===== src/rtl/rfsh_pkg.sv =====
// Shared helpers for the refresh pacer.
// Assumes all time quantities are integer picoseconds.
package rfsh_pkg;

    // Number of whole clock cycles that fit into a spacing (rounded down).
    function automatic int unsigned spacing_to_cycles(input int unsigned spacing_ps,
                                                      input int unsigned period_ps);
        return spacing_ps / period_ps;
    endfunction

endpackage


===== src/rtl/rfsh_interval_timer.sv =====
// Interval timer: counts down one refresh interval and pulses tick_o on
// its last cycle, then reloads. The length of the next interval is chosen
// from temp_hot_i on that reload cycle only.
// Assumes NORM_CYC >= HOT_CYC >= 2.
module rfsh_interval_timer #(
    parameter int unsigned NORM_CYC = 975,
    parameter int unsigned HOT_CYC  = 487
) (
    input  logic clk,
    input  logic rst_n,
    input  logic temp_hot_i,
    output logic tick_o
);
    localparam int unsigned CNT_W = (NORM_CYC > 2) ? $clog2(NORM_CYC) : 1;
    localparam logic [CNT_W-1:0] NORM_LD = CNT_W'(NORM_CYC - 1);
    localparam logic [CNT_W-1:0] HOT_LD  = CNT_W'(HOT_CYC - 1);

    logic [CNT_W-1:0] cnt_q;

    // Expiry: the counter has reached its last cycle.
    assign tick_o = (cnt_q == '0);

    // Count down; on expiry reload the length chosen by the temperature flag.
    always_ff @(posedge clk) begin
        if (!rst_n)
            cnt_q <= NORM_LD;
        else if (tick_o)
            cnt_q <= temp_hot_i ? HOT_LD : NORM_LD;
        else
            cnt_q <= cnt_q - 1'b1;
    end

    AST_CNT_BOUND: assert property (@(posedge clk) disable iff (!rst_n)
        cnt_q <= NORM_LD);
    AST_CNT_STEP: assert property (@(posedge clk) disable iff (!rst_n)
        (cnt_q != '0) |=> (cnt_q == $past(cnt_q) - 1'b1));
    AST_RELOAD_HOT: assert property (@(posedge clk) disable iff (!rst_n)
        ((cnt_q == '0) && temp_hot_i) |=> (cnt_q == HOT_LD));
    AST_RELOAD_NORM: assert property (@(posedge clk) disable iff (!rst_n)
        ((cnt_q == '0) && !temp_hot_i) |=> (cnt_q == NORM_LD));
endmodule


===== src/rtl/rfsh_credit_ctr.sv =====
// Owed-refresh counter: adds one per expired interval, removes one per
// accepted grant, saturates at MAX_PEND and flags urgency at the limit.
// Assumes tick_i is a one-cycle pulse and MAX_PEND >= 1.
module rfsh_credit_ctr #(
    parameter int unsigned MAX_PEND = 8
) (
    input  logic clk,
    input  logic rst_n,
    input  logic tick_i,
    input  logic gnt_i,
    output logic req_o,
    output logic urgent_o
);
    localparam int unsigned PEND_W = $clog2(MAX_PEND + 1);
    localparam logic [PEND_W-1:0] PEND_MAX = PEND_W'(MAX_PEND);

    logic [PEND_W-1:0] pend_q;
    logic [PEND_W-1:0] pend_nxt;
    logic              urg_q;
    logic              gnt_acc;

    // A grant counts only while something is owed.
    assign gnt_acc  = gnt_i && (pend_q != '0);
    assign req_o    = (pend_q != '0);
    assign urgent_o = urg_q;

    // Next owed count: add on tick, remove on grant, saturate at the limit.
    always_comb begin
        pend_nxt = pend_q;
        unique case ({tick_i, gnt_acc})
            2'b10:   if (pend_q != PEND_MAX) pend_nxt = pend_q + 1'b1;
            2'b01:   pend_nxt = pend_q - 1'b1;
            default: pend_nxt = pend_q;
        endcase
    end

    // Register the owed count.
    always_ff @(posedge clk) begin
        if (!rst_n) pend_q <= '0;
        else        pend_q <= pend_nxt;
    end

    // Urgent flag: set when the limit is reached, cleared by an accepted grant.
    always_ff @(posedge clk) begin
        if (!rst_n)                   urg_q <= 1'b0;
        else if (gnt_acc)             urg_q <= 1'b0;
        else if (pend_nxt == PEND_MAX) urg_q <= 1'b1;
    end

    AST_NO_OVERFLOW: assert property (@(posedge clk) disable iff (!rst_n)
        pend_q <= PEND_MAX);
    AST_URGENT_AT_LIMIT: assert property (@(posedge clk) disable iff (!rst_n)
        (tick_i && !gnt_acc && (pend_q == PEND_MAX - 1'b1)) |=> urgent_o);
    AST_URGENT_HOLD: assert property (@(posedge clk) disable iff (!rst_n)
        (urgent_o && !gnt_i) |=> urgent_o);
    AST_URGENT_CLEAR: assert property (@(posedge clk) disable iff (!rst_n)
        (urgent_o && gnt_i) |=> !urgent_o);
    AST_NO_UNDERFLOW: assert property (@(posedge clk) disable iff (!rst_n)
        ((pend_q == '0) && !tick_i) |=> (pend_q == '0));
    AST_GRANT_DEC: assert property (@(posedge clk) disable iff (!rst_n)
        (gnt_acc && !tick_i) |=> (pend_q == $past(pend_q) - 1'b1));
endmodule


===== src/rtl/rfsh_pacer.sv =====
// Refresh pacer top: derives both interval lengths from the clock period,
// runs the interval timer and keeps the owed-refresh credit.
// Assumes CLK_PERIOD_PS is well below HOT_REFI_PS.
module rfsh_pacer #(
    parameter int unsigned CLK_PERIOD_PS = 8000,
    parameter int unsigned NORM_REFI_PS  = 7_800_000,
    parameter int unsigned HOT_REFI_PS   = 3_900_000,
    parameter int unsigned MAX_POSTPONE  = 8
) (
    input  logic clk,
    input  logic rst_n,
    input  logic temp_hot_i,
    input  logic ref_gnt_i,
    output logic ref_req_o,
    output logic ref_urgent_o
);
    import rfsh_pkg::*;

    localparam int unsigned NORM_CYC = spacing_to_cycles(NORM_REFI_PS, CLK_PERIOD_PS);
    localparam int unsigned HOT_CYC  = spacing_to_cycles(HOT_REFI_PS, CLK_PERIOD_PS);

    logic tick;

    rfsh_interval_timer #(
        .NORM_CYC (NORM_CYC),
        .HOT_CYC  (HOT_CYC)
    ) u_timer (
        .clk        (clk),
        .rst_n      (rst_n),
        .temp_hot_i (temp_hot_i),
        .tick_o     (tick)
    );

    rfsh_credit_ctr #(
        .MAX_PEND (MAX_POSTPONE)
    ) u_credit (
        .clk      (clk),
        .rst_n    (rst_n),
        .tick_i   (tick),
        .gnt_i    (ref_gnt_i),
        .req_o    (ref_req_o),
        .urgent_o (ref_urgent_o)
    );

    AST_URGENT_NEEDS_REQ: assert property (@(posedge clk) disable iff (!rst_n)
        ref_urgent_o |-> ref_req_o);
endmodule


===== config.mk =====
export PLATFORM = sky130hd
export DESIGN_NAME = rfsh_pacer
export DESIGN_NICKNAME = d
export VERILOG_FILES = /design/src/rtl/rfsh_pkg.sv /design/src/rtl/rfsh_interval_timer.sv /design/src/rtl/rfsh_credit_ctr.sv /design/src/rtl/rfsh_pacer.sv
export SDC_FILE = /design/constraint.sdc
export NUM_CORES = 1
export LEC_CHECK = 0
export BUFFER_PORTS_ARGS = -buffer_cell sky130_fd_sc_hd__buf_2
export CAP_MARGIN = 20
export CELL_PAD_IN_SITES_DETAIL_PLACEMENT = 2
export CELL_PAD_IN_SITES_GLOBAL_PLACEMENT = 2
export CORE_AREA = 3 3 54 56
export CTS_CLUSTER_SIZE = 24
export DETAILED_ROUTE_END_ITERATION = 7
export DIE_AREA = 0 0 57 59
export PLACE_DENSITY_LB_ADDON = 0.12
export SETUP_SLACK_MARGIN = 0.15
export SLEW_MARGIN = 5
export SYNTH_ARGS = -nofsm -noshare
export SYNTH_HDL_FRONTEND = slang
export SYNTH_SLANG_ARGS = --single-unit

===== constraint.sdc =====
create_clock -name clk -period 3.4 [get_ports clk]
set_clock_uncertainty 0.15 [all_clocks]
set_input_delay 0 -clock clk [delete_from_list [all_inputs] [get_ports clk]]
set_output_delay 0 -clock clk [all_outputs]
set_load 0.02 [all_outputs]

Yosys cells after proc, flatten, opt, wreduce, memory -nomap -nowiden
Index checks and enable logic that the tools add are counted.
Cells by class
  multiplexer cells: 4
  add/sub/neg operators: 3
  bitwise logic cells: 1
  reductions and logical operators: 4
  eq/ne operators: 4
Operators with widths (count)
  $mux W10: 2
  $logic_not A10 Y1: 1
  $sub A10 B1 Y10 const B: 1
  $pmux W4 S2: 1
  $add A4 B1 Y4 const B: 1
  $eq A4 B4 Y1 const B: 1
  $mux W4: 1
  $ne A4 B4 Y1 const B: 1
  $reduce_bool A4 Y1: 1
  $sub A4 B1 Y4 const B: 1
  $eq A2 B1 Y1 const B: 1
  $eq A2 B2 Y1 const B: 1
  $reduce_or A2 Y1: 1
  $logic_and A1 B1 Y1: 1
  $not A1 Y1: 1
Word-level totals
  input port bits: 4
  bits in registers: 15
  logic and storage cells: 19
  output and inout bits: 2

Logic depth before layout (Yosys ltp)
Gate-level depths: netlist of run 1.
  depth after elaboration: 5
  depth in mapped cells: 12
  mapped depth without buffers: 11

Modules after synthesis
From an unflattened synthesis of run 1, not the netlist that was laid out.
Unflattened totals
  cell total of the unflattened synthesis: 105
  area total of the unflattened synthesis: 924.6 µm²
Modules (own cells, without submodules)
  rfsh_interval_timer: seq. area each 200.2 µm², cells an instance 60, instances 1, area each 549.3 µm²
  rfsh_credit_ctr: seq. area each 100.1 µm², cells an instance 45, instances 1, area each 375.4 µm²

Worst setup path before layout of run 1
No wires, ideal clock.
  path type: register to register
  from: register u_credit.pend_q[0]
  to: register u_credit.urg_q (netlist: u_credit.urgent_o)
  clock period less this slack: 3.046 ns
  buffers on the path: 1
  arrival time: 2.838 ns
  setup time: 0.059 ns
  required time: 3.191 ns
  path slack: 0.354 ns
  stages on the path, launching flop included: 13
  path through: dfxtp_1 -> inv_1 -> ha_1 -> or3b_2 -> nand2_1 -> inv_1 -> ha_1 -> buf_2 -> or3b_1 -> o41ai_1 -> a221oi_1 -> nor4_1 -> o211a_1
Between the ends
  word-level cells in the longest chain between the ends: 5
  elaborated cells between the ends (all ways): 11
  those cells by class: add/sub (2); eq/ne (4); mux (2); reduce/logical (3)
RTL lines
  from (decl): line rfsh_credit_ctr.sv:17  | logic [PEND_W-1:0] pend_q;
  from (signal assigned): line rfsh_credit_ctr.sv:40  | else pend_q <= pend_nxt;
  $reduce_bool A4 Y1 *
  net ref_req_o: line rfsh_pacer.sv:14  | output logic ref_req_o,
  $logic_and A1 B1 Y1 *: line rfsh_credit_ctr.sv:23  | assign gnt_acc = gnt_i && (pend_q != '0);
  $eq A2 B1 Y1 or $eq A2 B2 Y1 (tied branches): line rfsh_credit_ctr.sv:30  | unique case ({tick_i, gnt_acc})
  $pmux W4 S2: line rfsh_credit_ctr.sv:30
  $eq A4 B4 Y1: line rfsh_credit_ctr.sv:47  | else if (pend_nxt == PEND_MAX) urg_q <= 1'b1;
  to (signal assigned): line rfsh_credit_ctr.sv:45  | if (!rst_n) urg_q <= 1'b0;
  to (signal assigned): line rfsh_credit_ctr.sv:46  | else if (gnt_acc) urg_q <= 1'b0;
  to (signal assigned): line rfsh_credit_ctr.sv:47
  to (decl): line rfsh_credit_ctr.sv:19  | logic urg_q;
The timed path passes the listed nets; every way through them passes the cells marked *.
A chain may end at the register's enable or synchronous reset.

Worst setup path in the final report of run 1
  from: register u_credit.pend_q[0]
  to: register u_credit.urg_q (netlist: u_credit.urgent_o)
Between the ends
  word-level cells in the longest chain between the ends: 5
  elaborated cells between the ends (all ways): 11
  those cells by class: add/sub (2); eq/ne (4); mux (2); reduce/logical (3)
RTL lines
  branches (longest 5 deep; another with $add A4 B1 Y4)
Parallel ways; which one is timed is not known.

==> results of run 1 <==
[layout make-up]
| class | count | share of cell area, % |
|---|---|---|
| sequential | 15 | 30.81 |
| multi-input combinational | 69 | 52.37 |
| tap | 30 | 3.851 |
| timing repair buffer | 10 | 7.189 |
| inverter | 8 | 3.081 |
| clock buffer | 4 | 2.696 |
[per-stage QoR]
stage / instance area (µm²) / util (%) / hold WS, ps
CTS: 954.7 / 38.54 / 355.1
floorplan: 848.3 / - / -28.29
detailed placement: 898.4 / 36.26 / 162.9
finish: 974.7 / 39.34 / 344.7
global route: 974.7 / 39.34 / 380.8
global placement: 898.4 / 36.26 / 149.1
[worst max-delay path: cells and delay by family (launching register included)]
kind                       cells  cell delay, ps
AOI/OAI and AO/OA              3             620
adders and majority gates      2             550
buffers and inverters          3             330
DFF                            1             390
and+or+nand+nor                3             890
[logic make-up (layout without fill, tap and decap cells)]
family	count (synthesis)	in the layout
muxes	4	4
AOI/OAI and AO/OA	15	15
xor gates and xnor gates	6	6
adders and majority gates	5	5
and+or+nand+nor	39	39
buffers and inverters	13	22
DFF	15	15
[worst paths after layout]
check,cells after the start,slack [ps],end,from
worst max register to register,11,420,u_credit.urgent_o$_SDFFE_PP0N_,u_credit.pend_q[0]$_SDFF_PN0_
worst min-delay path,1,340,u_timer.cnt_q[0]$_SDFF_PP0_,u_timer.cnt_q[0]$_SDFF_PP0_
worst max-delay path,11,420,u_credit.urgent_o$_SDFFE_PP0N_,u_credit.pend_q[0]$_SDFF_PN0_
worst min register to register,1,340,u_timer.cnt_q[0]$_SDFF_PP0_,u_timer.cnt_q[0]$_SDFF_PP0_
[cell usage after synthesis, types with 2 or more instances]
cell      number  share of area (%)
dfxtp_1       15                 35
nor2_1         9                4.0
clkbuf_1       3                1.3
xnor2_1        4                4.1
or3_1          2                1.5
o21ai_0        4                2.4
nand2_1       10                4.4
inv_1          8                3.5
xor2_1         2                2.1
nand3b_1       2                1.8
and2_1         3                2.2
nor3_1         2                1.2
mux2i_1        2                2.4
a221oi_1       2                2.1
nand3_1        3                1.8
ha_1           5                7.4
[cell usage in the layout (no fill, tap or decap), drive strengths merged, types with 3 or more instances in the layout]
cell         Yosys  routed
ha               5       5
nand3            3       3
clkbuf           3       4
dlygate4sd3      0       3
nand2           11      11
buf              2       7
dfxtp           15      15
xnor2            4       4
inv              8       8
and2             3       3
nor2             9       9
o21ai            4       4
[metal layers]
metal,global-route usage [%],up-vias,share of wire [%]
li1,-,354,-
met1,19.79,357,47
met2,24.14,7,49
met3,4.575,2,2.9
met4,3.974,0,0.70
met5,0,-,0
[flip-flops by register name (all words and copies together) (netlist names)]
register,cells
u_credit.urgent_o,1
u_credit.pend_q,4
u_timer.cnt_q,10
[power groups by stage]
| stage | sequential, µW | combinational (µW) | clock, µW |
|---|---|---|---|
| detailed placement | 190 | 19.9 | 0 |
| CTS | 186 | 22.5 | 109 |
| finish | 186 | 22.2 | 103 |
| global placement | 190 | 18.5 | 0 |
| global route | 187 | 25.3 | 118 |
| floorplan | 189 | 13.5 | 0 |
[what timing repair did]
action                                 CTS  global route
hold buffers                             3             0
resized for setup                        0             5
endpoints found under the hold margin   15             0
setup endpoints to repair                0             1
==> impl_metrics.ini, run 1 <==
[clock_tree]
clock_tree.htree_level_count = 1
insertion_delay_ps = 290
clock-sinks = 15
cts.reportedPaths.clkPinSlew_ps = 90
ctsRootBufferMaster = clkbuf_4
postCtsSetupRepairBufs = 0
cts_tree = yes
cts_buffers = 3
cts-root-to-sink-buffers = 2

[layout]
final.fill_count = 300
drive_gt1_share_pct = 17.92
layoutNonFillerInstCount = 136
layout.nets = 116
layout-area-overhead-vs-synth_pct = 14.90
multi_input_comb_area_um2 = 510.5
register_area_um2 = 300.3
antennaDiodeCount = 0

[sta]
hold_viol = 0
setup_violating_endpoint_count_in_the_final_report = 0
final_critical_period_ps = 2978
drv_slew = 0
unrepaired_setup_endpoints_after_global_routing = false
final.period_utilization_pct = 87.60
achievable-frequency_ghz = 0.3357
setup_tns_ps = 0
final_critical_path_setup_slack_ps = 421.5
worstMarginPinSlew_ps = 490.7
maxSlewHeadroom_pct = 67.01

[critical_path]
critical-path-slowest-cell = or3b_2
path_max_fanout = 8
worst_setup_ep_type = flip-flop
path_common_cell = inv_1
critPathMaxStageDelay_ps = 470
required_worst_endpoint_ps = 3480
setup.worst_path.class = flip-flop to flip-flop
cp_data_arrival_time_ps = 3060
worst_path_cell_chain = inv_1, ha_2, or3b_2, nand2_1, inv_1, ha_1, buf_4, a221oi_1, o21ai_2, nor4_2, o211a_1
start_kind = flip-flop

[synth]
netlist_area_um2 = 848.3
syn-mean-instance-area_um2 = 8.746
post_synth_xor_area_fraction_pct = 6.195
netlist_instances = 97
synth-compound-area-share_pct = 12.83
ys_seq_area_share_pct = 35.40
synth_flop_cell = dfxtp_1
synth_simple_gate_area_share_pct = 25.96
synth_top_family_by_area = simple AND/OR/NAND/NOR gates
synth_cell_type_count = 37
share_of_cell_area_taken_by_muxes_after_synthesis_pct = 5.457
ys_ff_latch = 15
synth_enable_flop_cells = 0
synth-warning-count = 0
syn-num-nets = 106
asyncSetResetFlopFracSynth_pct = 0
synth-adder-area-share_pct = 7.375

[detailed_routing]
drc = 0
route.detailed.wl_per_inst_um = 15.74
via_count = 720
dr.pass1.iters = 2
drtIter0Drc = 5
routed_wl_mm = 2.141
final_antenna_net_count = 0
viasPerCell = 5.294

[power_and_ir_drop]
internal-power_uw = 236.7
share_clk_of_total_power_pct = 33.0
p_switching_uw = 74.15
p_comb_share_pct = 7.1
sequentialPowerShare_pct = 59.9
power.ir.vdd_worst_mv = 0.2052
power.density_cell_area_nw_per_um2 = 319.0
sw_frac_of_total_pct = 23.85
leakage_uw = 0.0003880
fin_total_pwr_uw = 310.9

[global_routing]
antenna_found_initial = 0
grt_pass1_vias = 795
largest_net_degree_at_the_start_of_global_routing = 14
grt_overflow = 0
global_route.usage.total_pct = 15.06
grt_pass1_wl_mm = 3.836

[die]
initial_core_utilization_pct = 34.24
top_level_ports = 6
die_height_um = 59
die_width_um = 57
rows = 18
die_area_um2 = 3363
fp.coreArea_um2 = 2477

[placement]
place.detailed.instances = 129
post-dp-hpwl_mm = 1.576
numPortBuffers = 5
post_place_setup_slack_ps = 217.5
globalplace.congestion = 0.6655

[run]
maxCapViolCount = 0

[hold_path]
worst_hold_path_type = flip-flop to flip-flop

[status]
run_status = finished clean
No activity file was read; power rests on OpenSTA's default activity.
==> inputs of run 2 (changes only) <==
- CORE_AREA: 3 3 54 56 -> 3 3 58 60
- DIE_AREA: 0 0 57 59 -> 0 0 61 63
- SYNTH_HIERARCHICAL: unset -> 1
- clock period: 3.4 -> 2.5 ns (I/O delays scaled with it)
==> run 2 against run 1 <==
- the flow now finishes with violations (negative setup slack)
- non-clock buffer count is 42 higher
- wire length grew 110%
- sequential power rose by 34%
- synthesized area increased by 9.0%
- register-to-register slack worse by 580 ps
- critical endpoint is now u_credit/urgent_o$_SDFFE_PP0N_
- largest cell class unchanged
- largest power group unchanged
==> impl_metrics.ini, run 2 <==
[synth]
cell_types_with_the_largest_area_share_after_synthesis = dfxtp_1, ha_1, inv_1
post_synth_most_frequent_cells = dfxtp_1, inv_1, ha_1, o21ai_0
syn-mean-instance-area_um2 = 8.806
post_synth_xor_area_fraction_pct = 0.9472
ys_seq_area_share_pct = 32.48
ys_ff_latch = 15
asyncSetResetFlopFracSynth_pct = 0
share_of_cell_area_taken_by_muxes_after_synthesis_pct = 2.300
synth-warning-count = 6
yosys.area.top_type_share_pct = 32.48
synth_enable_flop_cells = 0
synth-adder-area-share_pct = 6.766
synth_largest_area_cell = dfxtp_1
netlist_area_um2 = 924.6
synth_flop_cell = dfxtp_1
netlist_instances = 105
yosysMostFrequentCell = dfxtp_1
synth_simple_gate_area_share_pct = 23.82
synth-compound-area-share_pct = 25.17
synth_top_family_by_area = compound AO/OA/AOI/OAI gates
syn-num-nets = 114
synth_cell_type_count = 46

[detailed_routing]
routed_wl_mm = 4.573
drc = 0
viasPerCell = 5.700
via_count = 1083
route.detailed.wl_per_inst_um = 24.07
drtIter0Drc = 51
dr.pass1.iters = 4
final_antenna_net_count = 0

[placement]
numPortBuffers = 5
post_place_setup_slack_ps = -193.3
globalplace.congestion = 0.8166
post-dp-hpwl_mm = 2.422

[die]
fp.coreArea_um2 = 2978
die_height_um = 63
die_width_um = 61
rows = 20
top_level_ports = 6
die_area_um2 = 3843
initial_core_utilization_pct = 31.05

[clock_tree]
clock-sinks = 15
cts.reportedPaths.clkPinSlew_ps = 100
cts-root-to-sink-buffers = 2
cts_buffers = 3
ctsRootBufferMaster = clkbuf_4
insertion_delay_ps = 300
clock_tree.htree_level_count = 1
cts_tree = yes

[sta]
unrepaired_setup_endpoints_after_global_routing = true
drv_slew = 0
setup_tns_ps = -271.2
holdWs_ps = 53.60
worstMarginPinSlew_ps = 635.9
achievable-frequency_ghz = 0.3757
maxSlewHeadroom_pct = 57.01
final_critical_period_ps = 2662
setup_violating_endpoint_count_in_the_final_report = 2
final.period_utilization_pct = 106.5
hold_viol = 0
final_critical_path_setup_slack_ps = -161.9

[critical_path]
start_kind = flip-flop
worst_setup_ep_type = flip-flop
rrSetupSlack_ps = -160
setup.worst_path.class = flip-flop to flip-flop
cp_data_arrival_time_ps = 2760
required_worst_endpoint_ps = 2600
path_max_fanout = 5

[layout]
layout_commonest_cell = buf_4
final_cell_mix = buf_4, dfxtp_1, inv_1
antennaDiodeCount = 0
drive_gt1_share_pct = 50.96
layout.nets = 167
largest_register_ff_count = 10
finalCoreUtilization_pct = 50.08
layout-area-overhead-vs-synth_pct = 61.30
max_flop_register = u_timer/cnt_q

[global_routing]
grt_pass1_vias = 1174
global_route.usage.total_pct = 22.41
antenna_found_initial = 0
largest_net_degree_at_the_start_of_global_routing = 10
grt_pass1_wl_mm = 6.272
grt_overflow = 0

[power_and_ir_drop]
power.density_cell_area_nw_per_um2 = 335.6
power.ir.vdd_worst_mv = 0.3170
leakage_uw = 0.0006178

[hold_path]
worst_hold_path_type = input port to flip-flop

[status]
run_status = finished, violations left
violations_in_the_final_reports = negative setup slack

[run]
maxCapViolCount = 0
## run 2: worst max-delay path, stage by stage (launching register included)
cell       delay, ps
dfxtp_2          340
inv_2             70
ha_4             120
or4b_4           490
nor3_4           200
inv_2             80
ha_4             190
buf_4            140
a21oi_2          120
o211ai_1         170
a2111oi_4        360
a32o_2           180
## run 2: cell families after synthesis
group / count (synthesis)
multiplexers: 2
XOR/XNOR: 1
adder cells (fa/ha/maj): 5
flip-flops: 15
buffers and inverters: 16
AND/OR/NAND/NOR: 34
AO/OA/AOI/OAI: 32
## run 2: worst paths after layout
path,startpoint,end,cells past startpoint
setup reg to reg,u_timer/cnt_q[0]$_SDFF_PP0_,u_credit/urgent_o$_SDFFE_PP0N_,11
hold reg to reg,u_credit/urgent_o$_SDFFE_PP0N_,u_credit/urgent_o$_SDFFE_PP0N_,1
setup / recovery,u_timer/cnt_q[0]$_SDFF_PP0_,u_credit/urgent_o$_SDFFE_PP0N_,11
hold / removal,ref_gnt_i,u_credit/urgent_o$_SDFFE_PP0N_,4
## run 2: stage by stage
stage / area, µm² / power (µW) / cells
after CTS: 1385 / 477.2 / 182
final: 1491 / 500.5 / 190
after global placement: 1197 / 302.4 / 165
after detailed placement: 1197 / 305.2 / 165
after floorplan: 969.7 / 286.5 / 105
after global routing: 1491 / 519.5 / 190
## run 2: per-layer routing
layer | vias to the layer above | part of all wire (%) | global-route usage, %
met5 | - | 0 | 0
met4 | 0 | 3.3 | 5.420
met3 | 16 | 3.0 | 4.752
met2 | 20 | 50 | 36.36
met1 | 542 | 44 | 29.60
li1 | 505 | - | -
## run 2: layout make-up
type,instances,area (µm²)
sequential,15,304.0
clock buffer,4,26.28
multi-input combinational,74,673.1
timing repair buffer,52,401.6
fill,317,1486
inverter,12,45.04
tap,33,41.29
## run 2: timing repair
item / 4_1_cts / 5_1_grt
cloned: 0 / 0
endpoints found under the hold margin: 9 / 0
setup buffers: 8 / 8
setup endpoints to repair: 4 / 5
hold buffers: 5 / 0
pin swaps: 8 / 6
gates resized for setup: 15 / 10
## run 2: power by group
group	total [µW]	switching, µW	internal [µW]
clock network	153	90.8	62.4
logic	96.9	43.3	53.6
registers	250	4.63	246
total	500	139	362
